## config.mk

```make
export PLATFORM = sky130hd
export DESIGN_NAME = cpu_int_ack
export DESIGN_NICKNAME = d
export VERILOG_FILES = /design/src/rtl/cpu_int_ack_pkg.sv /design/src/rtl/cpu_int_ack_sel.sv /design/src/rtl/cpu_int_ack.sv
export SDC_FILE = /design/constraint.sdc
export NUM_CORES = 1
export LEC_CHECK = 0
export ABC_AREA = 1
export BUFFER_PORTS_ARGS = -buffer_cell sky130_fd_sc_hd__buf_2
export CAP_MARGIN = 20
export CORE_MARGIN = 3
export CORE_UTILIZATION = 51
export CTS_CLUSTER_DIAMETER = 40
export DETAILED_ROUTE_END_ITERATION = 10
export PLACE_DENSITY = 0.91
export SKIP_LAST_GASP = 1
export SYNTH_ARGS = -nofsm -noshare
export SYNTH_HDL_FRONTEND = slang
export SYNTH_SLANG_ARGS = --single-unit
```

## constraint.sdc

```tcl
create_clock -name clk -period 1.6 [get_ports clk]
set_input_delay 0.08 -clock clk [delete_from_list [all_inputs] [get_ports clk]]
set_output_delay 0.08 -clock clk [all_outputs]
set_load 0.005 [all_outputs]
```

## src/rtl/cpu_int_ack_pkg.sv

```systemverilog
package cpu_int_ack_pkg;
    typedef enum logic [1:0] {
        ACK_IDLE = 2'd0,
        ACK_NONE = 2'd1,
        ACK_SPUR = 2'd2,
        ACK_OK   = 2'd3
    } ack_kind_e;
endpackage

```

## src/rtl/cpu_int_ack_sel.sv

```systemverilog
module cpu_int_ack_sel #(
    parameter int N_SRC  = 4,
    parameter int PRIO_W = 3,
    localparam int IDX_W = (N_SRC > 1) ? $clog2(N_SRC) : 1
) (
    input  logic [N_SRC-1:0]        raised,
    input  logic [N_SRC*PRIO_W-1:0] prio_flat,
    output logic                    any,
    output logic [IDX_W-1:0]        idx,
    output logic [PRIO_W-1:0]       prio
);
    // Ascending scan with strict compare keeps the lowest index on ties.
    always_comb begin
        any  = 1'b0;
        idx  = '0;
        prio = '0;
        for (int i = 0; i < N_SRC; i++) begin
            if (raised[i] && (!any || prio_flat[i*PRIO_W +: PRIO_W] > prio)) begin
                any  = 1'b1;
                idx  = IDX_W'(i);
                prio = prio_flat[i*PRIO_W +: PRIO_W];
            end
        end
    end
endmodule

```

## src/rtl/cpu_int_ack.sv

```systemverilog
module cpu_int_ack
    import cpu_int_ack_pkg::*;
#(
    parameter int N_SRC  = 4,
    parameter int N_CPU  = 2,
    parameter int PRIO_W = 3,
    parameter int VEC_W  = 8,
    parameter int MY_CPU = 0
) (
    input  logic                    clk,
    input  logic                    rst_n,
    input  logic                    ack_req,
    input  logic [N_SRC-1:0]        raised,
    input  logic [N_SRC*PRIO_W-1:0] src_prio,
    input  logic [N_SRC*VEC_W-1:0]  src_vec,
    input  logic [N_SRC-1:0]        src_active,
    input  logic [N_SRC-1:0]        src_level,
    input  logic [N_SRC-1:0]        src_ipi,
    input  logic [N_SRC*N_CPU-1:0]  src_dest,
    input  logic [PRIO_W-1:0]       task_prio,
    input  logic [VEC_W-1:0]        spur_vec,
    output logic                    ack_valid,
    output logic                    ack_spurious,
    output logic [VEC_W-1:0]        ack_vec,
    output logic [N_SRC-1:0]        clr_raised,
    output logic [N_SRC-1:0]        clr_active,
    output logic [N_SRC-1:0]        set_active,
    output logic [N_SRC-1:0]        clr_pending,
    output logic [N_SRC-1:0]        retrig,
    output logic [N_SRC-1:0]        dest_wr,
    output logic [N_CPU-1:0]        dest_new,
    output logic                    next_inval,
    output logic                    int_pulse
);
    localparam int IDX_W = (N_SRC > 1) ? $clog2(N_SRC) : 1;
    localparam logic [N_CPU-1:0] MY_BIT = N_CPU'(1) << MY_CPU;

    typedef struct packed {
        logic              ack_valid;
        logic              spurious;
        logic [VEC_W-1:0]  vec;
        logic [N_SRC-1:0]  clr_raised;
        logic [N_SRC-1:0]  clr_active;
        logic [N_SRC-1:0]  set_active;
        logic [N_SRC-1:0]  clr_pending;
        logic [N_SRC-1:0]  retrig;
        logic [N_SRC-1:0]  dest_wr;
        logic [N_CPU-1:0]  dest_new;
        logic              next_inval;
        logic              best_valid;
        logic [PRIO_W-1:0] best_prio;
        logic              int_pulse;
    } state_t;

    state_t st_d, st_q;

    // Per-source fields unpacked for indexing by the selected source.
    logic [VEC_W-1:0] vec_a  [N_SRC];
    logic [N_CPU-1:0] dest_a [N_SRC];

    for (genvar g = 0; g < N_SRC; g++) begin : g_unpack
        assign vec_a[g]  = src_vec[g*VEC_W +: VEC_W];
        assign dest_a[g] = src_dest[g*N_CPU +: N_CPU];
    end

    logic              sel_any;
    logic [IDX_W-1:0]  sel_idx;
    logic [PRIO_W-1:0] sel_prio;

    cpu_int_ack_sel #(.N_SRC(N_SRC), .PRIO_W(PRIO_W)) u_sel (
        .raised    (raised),
        .prio_flat (src_prio),
        .any       (sel_any),
        .idx       (sel_idx),
        .prio      (sel_prio)
    );

    ack_kind_e        kind;
    logic [N_SRC-1:0] sel_oh;
    logic [N_CPU-1:0] remain;

    always_comb begin
        sel_oh = N_SRC'(1) << sel_idx;
        remain = dest_a[sel_idx] & ~MY_BIT;

        if (!ack_req)
            kind = ACK_IDLE;
        else if (!sel_any)
            kind = ACK_NONE;
        else if (!src_active[sel_idx] || sel_prio <= task_prio)
            kind = ACK_SPUR;
        else
            kind = ACK_OK;

        st_d            = '0;
        st_d.best_valid = sel_any;
        st_d.best_prio  = sel_prio;
        st_d.int_pulse  = sel_any && (!st_q.best_valid || sel_prio > st_q.best_prio);

        unique case (kind)
            ACK_IDLE: ;
            ACK_NONE: begin
                st_d.ack_valid = 1'b1;
                st_d.spurious  = 1'b1;
                st_d.vec       = spur_vec;
            end
            ACK_SPUR: begin
                st_d.ack_valid  = 1'b1;
                st_d.spurious   = 1'b1;
                st_d.vec        = spur_vec;
                st_d.clr_active = sel_oh;
            end
            ACK_OK: begin
                st_d.ack_valid  = 1'b1;
                st_d.vec        = vec_a[sel_idx];
                st_d.clr_raised = sel_oh;
                st_d.next_inval = 1'b1;
                st_d.best_valid = 1'b0;
                if (src_ipi[sel_idx]) begin
                    st_d.dest_wr  = sel_oh;
                    st_d.dest_new = remain;
                end
                if (!src_level[sel_idx]) begin
                    if (src_ipi[sel_idx] && (|remain)) begin
                        st_d.retrig     = sel_oh;
                        st_d.set_active = sel_oh;
                    end else begin
                        st_d.clr_active  = sel_oh;
                        st_d.clr_pending = sel_oh;
                    end
                end
            end
            default: ;
        endcase
    end

    always_ff @(posedge clk or negedge rst_n) begin
        if (!rst_n)
            st_q <= '0;
        else
            st_q <= st_d;
    end

    assign ack_valid    = st_q.ack_valid;
    assign ack_spurious = st_q.spurious;
    assign ack_vec      = st_q.vec;
    assign clr_raised   = st_q.clr_raised;
    assign clr_active   = st_q.clr_active;
    assign set_active   = st_q.set_active;
    assign clr_pending  = st_q.clr_pending;
    assign retrig       = st_q.retrig;
    assign dest_wr      = st_q.dest_wr;
    assign dest_new     = st_q.dest_new;
    assign next_inval   = st_q.next_inval;
    assign int_pulse    = st_q.int_pulse;

    // an answer only follows a sampled request.
    a_r8_answer_follows_req: assert property (@(posedge clk) disable iff (!rst_n)
        ack_valid |-> $past(ack_req));

    // no strobe without an answer.
    a_r8_no_stray_strobe: assert property (@(posedge clk) disable iff (!rst_n)
        !ack_valid |-> (clr_raised == '0 && clr_active == '0 && set_active == '0
                        && clr_pending == '0 && retrig == '0 && dest_wr == '0 && !next_inval));

    // at most one source leaves the raised set per acknowledge.
    a_r4_single_removal: assert property (@(posedge clk) disable iff (!rst_n)
        $onehot0(clr_raised));

    // a spurious answer carries the spurious vector and removes nothing.
    a_r3_spurious_keeps_raised: assert property (@(posedge clk) disable iff (!rst_n)
        (ack_valid && ack_spurious) |-> (ack_vec == $past(spur_vec)
                                         && clr_raised == '0 && !next_inval));

    // removal only on a non-spurious answer.
    a_r4_removal_needs_ok: assert property (@(posedge clk) disable iff (!rst_n)
        (|clr_raised) |-> (ack_valid && !ack_spurious && next_inval));

    // a re-fire restores activity, keeps pending and rewrites the mask.
    a_r7_refire_shape: assert property (@(posedge clk) disable iff (!rst_n)
        (|retrig) |-> (set_active == retrig && clr_pending == '0 && dest_wr == retrig
                       && dest_new != '0));

    // activity is never both set and cleared.
    a_r5_active_disjoint: assert property (@(posedge clk) disable iff (!rst_n)
        (clr_active & set_active) == '0);

    // a pulse needs a raised source on the previous edge.
    a_r9_pulse_needs_raise: assert property (@(posedge clk) disable iff (!rst_n)
        int_pulse |-> $past(|raised));
endmodule

```

==> results of run 1 <==
## how the worst max path moves through the flow
stage                     to  slack, ns  cells after the start
2_1_floorplan  clr_active[0]      -2.87                     43
3_3_place_gp   clr_active[3]      -2.92                     43
3_5_place_dp   clr_active[3]      -3.28                     43
4_1_cts        clr_active[3]      -2.52                     42
5_1_grt        clr_active[2]      -3.39                     40
6_report       clr_active[3]      -3.08                     41
## critical path: cells and delay by family
kind            cells  cell delay (ns)
simple gates       23             2.09
fa+ha+maj           5             1.29
compound gates      7             0.87
buf+inv             6             0.55
## stage by stage
| stage | cells | power [W] |
|---|---|---|
| floorplan | 322 | 0.00189 |
| finish | 571 | 0.00391 |
| global placement | 516 | 0.00232 |
| global route | 571 | 0.00407 |
| detailed placement | 516 | 0.00238 |
| CTS | 557 | 0.00333 |
## layout by cell type (no fill, tap or decap), types with 2 or more instances in the layout
cell,n
o21ai_0,3
nor2_2,3
o21ai_2,3
nand2_8,4
nor2_4,7
o21bai_1,3
nand2_4,13
buf_2,111
ha_4,13
nand3_2,2
a21oi_1,7
clkbuf_8,5
o21ai_1,2
nand4_1,6
ha_2,2
clkinv_2,2
a21oi_2,13
buf_4,86
o21ai_4,6
inv_1,28
nor3_1,2
nand3_1,10
o21a_1,3
buf_12,2
dfrtp_1,37
inv_2,9
buf_6,13
nor2_1,6
nor3_2,2
nand2_1,70
ha_1,3
nand2_2,15
## logic make-up (layout without fill, tap and decap cells)
family                   Yosys count  after routing
flip-flops                        37             37
other                              1              1
AND/OR/NAND/NOR                  143            143
AO/OA/AOI/OAI                     43             43
buffers and inverters             80            262
adder cells (fa/ha/maj)           18             18
## power groups by stage
stage          sequential [W]  combinational (W)  clock (W)
2_1_floorplan         0.00106           0.000831          0
3_3_place_gp          0.00106            0.00126          0
3_5_place_dp          0.00106            0.00132          0
4_1_cts               0.00104            0.00167   0.000625
5_1_grt               0.00106            0.00234   0.000673
6_report              0.00105            0.00223   0.000632
## layer usage
layer  track usage [%]  vias to the layer above
met1              30.7                     1483
li1                  -                     1348
met5                 0                        -
met4              19.2                        0
met2              59.0                      351
met3              5.56                      144
## state kept, by name, indices dropped and copies added (netlist names), 4 cells and up
name,flops
ack_vec,8
clr_active,4
clr_pending,4
clr_raised,4
dest_wr,4
retrig,4
st_q,4
## layout make-up
cell class,count,area [sq um],share of cell area [%]
multi-input combinational,205,1660,38.4
timing repair buffer,214,1400,32.5
sequential,37,926,21.4
inverter,40,165,3.82
tap,67,83.8,1.94
clock buffer,6,72.6,1.68
clock inverter,2,10.0,0.232
## what timing repair did
item                       CTS  global route
gates resized for setup     52            52
hold endpoints to repair    37             0
hold buffers                 1             0
buffers inserted            36            15
pin swaps                   23            44
setup endpoints to repair   37            37
cloned                       0             0
==> metrics.txt, run 1 <==
Yosys cell types 34; 1st-pass router iterations 8; critical path launch point src_prio[5]; CP Data Arrival Time 4.91 ns; PortBufs 114; largest cells by area after synthesis dfrtp_1 (36%), nand2_1 (14%), buf_4 (10%), ha_1 (8.9%), inv_1 (4.9%); Comb power frac 57.0%; Startpoint Class primary input; CP max stage cell ha_4; DR vias 3326; die height 76.6 microns; CP required 1.82 ns; Mapped Area 2540 sq um; Synth Area per Inst 7.88 sq um; Synth Flop Type dfrtp_1; synth warn 0; worst reg2reg setup slack 0.39 ns; sequential share of power 26.9%; hold crit path type primary input to flop; I/O Pins 120; top cells by count, synth nand2_1 (92), dfrtp_1 (37), buf_4 (34); worst setup margin -3.08 ns; Nets 603; met2 wire len 6150 microns; final setup fails 37; DR WL met3 1210 microns; Final Max Slew Viols 0; min-delay src spur_vec[4]; leak pwr 2.38 nW; pre-CTS setup slack -3.28 ns; # fillers 216; Synth Area in XOR/XNOR 0%; Clk Latency, worst-skew pair 0.30 ns; NetSw 0.00155 W; Max IR drop VDD 0.504 mV; clock buffer depth 2; first-pass GRT wire length 14200 microns; adder-cell area share of the yosys netlist 8.87%; post-place instance area 3420 sq um; mux contribution to synthesized area 0%; total die area 5860 sq um; syn nets 422; Via density 5.82; clock group share of total power 16.2%; Max-cap violations 0; Crit Path Category primary input to flop; Setup TNS -103.40 ns; Design Area, Final 4320 sq um; compound-cell area share of the yosys netlist 9.66%; period utilization 293%; power per cell area 905 nW/um^2; diodes inserted 0; Routed Antenna Nets 0; most common cell in the synthesized netlist nand2_1; Crit. End Element flop; post-synthesis sequential area ratio 36.5%; RSZ-0062 raised after global routing yes; failing checks setup timing; root buf cell clkbuf_8; vias in the first global route 3008; largest net degree at the start of global routing 38; RR Startpoint st_q[3]; Worst Hold Slack 0.0133 ns; Post-Syn Instances 322; initial core utilization 53.4%; ys async rst share 100%; status complete, but fails checks; Switching Fraction 39.7%; Core Box Area 4750 sq um; Final Routed Wirelength 12300 microns; combinational family with the most area after synthesis simple AND/OR/NAND/NOR gates; row cnt 25; Hold Crit Depth 3; # H-tree levels 2; final HPWL from detailed placement 5430 microns; die width 76.6 microns; layout cells sized above 1 63.3%; Clock transition at path regs 0.07 ns; area share of the largest cell type after synthesis 36.5%; M1 WL 3650 microns; Post-synth EDFFs 0; 1st-iter DRT viols 301; hold endpoint ack_vec[4]; crit path time final 4.68 ns; gr usage total 31.0%; crit path max fanout 7; slew margin rel. 47.4%; Final Hold Fails 0; DR WL/cell 21.6 microns; initial antenna violation count 0; CTS tree yes; clk_skew 0.00297 ns; routability cong. 0.874; DR top layer met4; Max Freq 214 MHz; cell taking the most area after synthesis dfrtp_1; worst slew pin tran 0.789 ns; TritonCTS Sinks 37; Worst Reg-to-Reg Cells 6; internal power 0.00236 W; CP max stage delay 0.34 ns; area grow syn2layout 70.2%; post-layout util 90.9%; DRC violations left 0; Synth Register Bits 37; CTS Buf Count 5; area share of and/or/nand/nor cells after synthesis 27.0%; global route overflow 0; R2R Path End int_pulse
No activity file was read; power rests on OpenSTA's default activity.
==> inputs of run 2 (changes only) <==
Settings changed: CORE_UTILIZATION 51 to 50, PLACE_DENSITY 0.91 to 0.89, SYNTH_HIERARCHICAL from default to 1.
==> metrics.txt, run 2 <==
Mapped Area 2510 sq um (-1.2%); CP required 1.81 ns (about the same); DR vias 2956 (-11%); Crit. End Element flop; Post-synth EDFFs 0 (unchanged); clk_skew 0.00524 ns (+0.00227 ns); TritonCTS Sinks 37 (unchanged); Synth Flop Type dfrtp_1; DRC violations left 0 (unchanged); vias in the first global route 2891 (-3.9%); top cells by count, synth nand2_1 (122), dfrtp_1 (37), buf_4 (36); Crit Path Category primary input to flop; Post-Syn Instances 335 (+4.0%); Clk Latency, worst-skew pair 0.29 ns (about the same); worst reg2reg setup slack 0.37 ns (-0.02 ns); Comb power frac 53.9% (-3.1 points); 1st-pass router iterations 5 (-3); synth warn 6 (+6); post-place instance area 3310 sq um (-3.1%); area grow syn2layout 60.9%; min-delay src spur_vec[4]; DR WL/cell 18.0 microns (-16%); routability cong. 0.890 (+1.8%); CP Data Arrival Time 4.77 ns (-0.14 ns); first-pass GRT wire length 13000 microns (-8.4%); total die area 5900 sq um (+0.72%); PortBufs 114 (unchanged); largest net degree at the start of global routing 38 (unchanged); leak pwr 2.29 nW (-3.8%); Final Hold Fails 0 (unchanged); CTS tree yes; area share of the largest cell type after synthesis 36.9% (+0.44 points); failing checks setup timing; Via density 5.42 (-6.9%); die height 76.8 microns (+0.36%); commonest cells after routing, fill and taps aside buf_2 (114), nand2_1 (92), buf_4 (50); clock buffer depth 2 (unchanged); global route overflow 0 (unchanged); Hold Crit Depth 3 (unchanged); die width 76.8 microns (+0.36%); NetSw 0.00145 W (-6.7%); hold crit path type primary input to flop; Top cell by count, worst path nand2_4; Yosys cell types 28 (-18%); RR Startpoint st_q[3]; Routed Antenna Nets 0 (unchanged); Max IR drop VDD 0.583 mV (+16%); critical path launch point raised[0]; final HPWL from detailed placement 5230 microns (-3.7%); layout cells sized above 1 61.8% (-1.4 points); initial core utilization 52.4% (-0.98 points); CP max stage delay 0.30 ns (-0.04 ns); worst setup margin -2.96 ns (+0.120 ns); period utilization 285% (-7.5 points); final setup fails 37 (unchanged); sequential share of power 28.7% (+1.8 points); Max Freq 219 MHz (+2.6%); RSZ-0062 raised after global routing yes; clock group share of total power 17.5% (+1.3 points); Setup TNS -99.35 ns (+4.05 ns); # H-tree levels 2 (unchanged); Synth Area per Inst 7.49 sq um (-5.0%); Max-cap violations 0 (unchanged); max FFs per register 8 (unchanged); Core Box Area 4790 sq um (+0.66%); hold endpoint ack_vec[4]; ys async rst share 100% (unchanged); Worst Reg-to-Reg Cells 6 (unchanged); CTS Buf Count 5 (unchanged); crit path time final 4.56 ns (-0.120 ns); status complete, but fails checks; 1st-iter DRT viols 262 (-13%); crit path max fanout 7 (unchanged); row cnt 25 (unchanged); power per cell area 902 nW/um^2 (-0.33%); Switching Fraction 39.8% (+0.070 points); initial antenna violation count 1 (+1); commonest non-fill, non-tap cell in the layout buf_2; syn nets 435 (+3.1%); largest cells by area after synthesis dfrtp_1 (37%), nand2_1 (18%), buf_4 (11%), ha_1 (9.0%), inv_1 (4.6%); CP max stage cell ha_4; gr usage total 27.8% (-3.2 points); cell taking the most area after synthesis dfrtp_1; root buf cell clkbuf_8; Synth Register Bits 37 (unchanged); Design Area, Final 4040 sq um (-6.5%); Clock transition at path regs 0.08 ns (about the same); Final Max Slew Viols 0 (unchanged); most common cell in the synthesized netlist nand2_1; R2R Path End int_pulse; internal power 0.00219 W (-7.0%); I/O Pins 120 (unchanged); Final Routed Wirelength 9830 microns (-20%); Startpoint Class primary input; post-synthesis sequential area ratio 36.9% (+0.44 points); Nets 576 (-4.5%)
==> run 2: cell types whose count changed after synthesis, sizes merged, moves of 5 or more <==
cell,before,now
nor2,16,11
nand2,102,132
inv,39,33
o21ai,14,5
==> run 2: cells by family after synthesis <==
kind of cell,Yosys count,share of synthesized area (%)
AO/OA/AOI/OAI,29,6.04
flip-flops,37,36.9
other,1,0.149
AND/OR/NAND/NOR,173,29.8
buffers and inverters,77,18.1
adder cells (fa/ha/maj),18,8.98
==> run 2: power by group through the flow <==
| stage | logic, W | registers, W | clock network [W] |
|---|---|---|---|
| finish | 0.00196 | 0.00104 | 0.000635 |
| global route | 0.00209 | 0.00105 | 0.000672 |
| CTS | 0.00154 | 0.00104 | 0.000640 |
| detailed placement | 0.00127 | 0.00106 | 0 |
| global placement | 0.00122 | 0.00106 | 0 |
| floorplan | 0.000838 | 0.00106 | 0 |
==> run 2: repair_timing <==
item                                   in CTS  in global routing
pin swaps                                  34                 21
endpoints found under the hold margin      37                  0
resized for setup                          70                 48
setup endpoints to repair                  37                 37
setup buffers                              12                  6
cloned                                      1                  0
hold buffers                                1                  0
==> run 2: layout make-up <==
class                           count  area [sq um]
Tap cell                           67          83.8
Clock buffer                        6          72.6
Antenna cell                        1          2.50
Sequential cell                    37           926
Timing Repair Buffer              176          1090
Clock inverter                      2          10.0
Multi-Input combinational cell    221          1710
Inverter                           35           146
Fill cell                         258           748
==> run 2: per-layer routing <==
layer | share of wire [%] | GRT usage [%] | vias up
met4 | 8.4 | 17.9 | 0
met1 | 33 | 28.6 | 1355
met2 | 51 | 51.1 | 216
met3 | 7.5 | 4.93 | 84
met5 | 0 | 0 | -
li1 | - | - | 1301
==> run 2: critical path, delay by kind of cell <==
kind | cells | cell delay, ns
simple gates | 21 | 1.82
fa+ha+maj | 5 | 1.29
compound gates | 8 | 0.98
buf+inv | 5 | 0.57
==> run 2: how the worst max path moves through the flow <==
stage | endpoint | slack [ns] | cells past startpoint
finish | ack_vec[3] | -2.96 | 39
global route | ack_vec[2] | -3.08 | 39
CTS | clr_active[3] | -2.57 | 39
detailed placement | ack_vec[1] | -3.12 | 38
global placement | clr_active[3] | -2.93 | 39
floorplan | clr_active[3] | -2.49 | 38
==> run 2: through the flow <==
stage                     util [%]  setup WS [ns]  hold WS (ns)  total power, W  std cells
final                         84.4          -2.96        0.0361         0.00364        545
after floorplan                  -          -2.49        -0.216         0.00190        335
after CTS                     79.5          -2.57        0.0149         0.00322        541
after detailed placement      69.2          -3.12         0.144         0.00233        519
after global placement        69.2          -2.93         0.136         0.00228        519
after global routing          84.4          -3.08        0.0465         0.00381        545
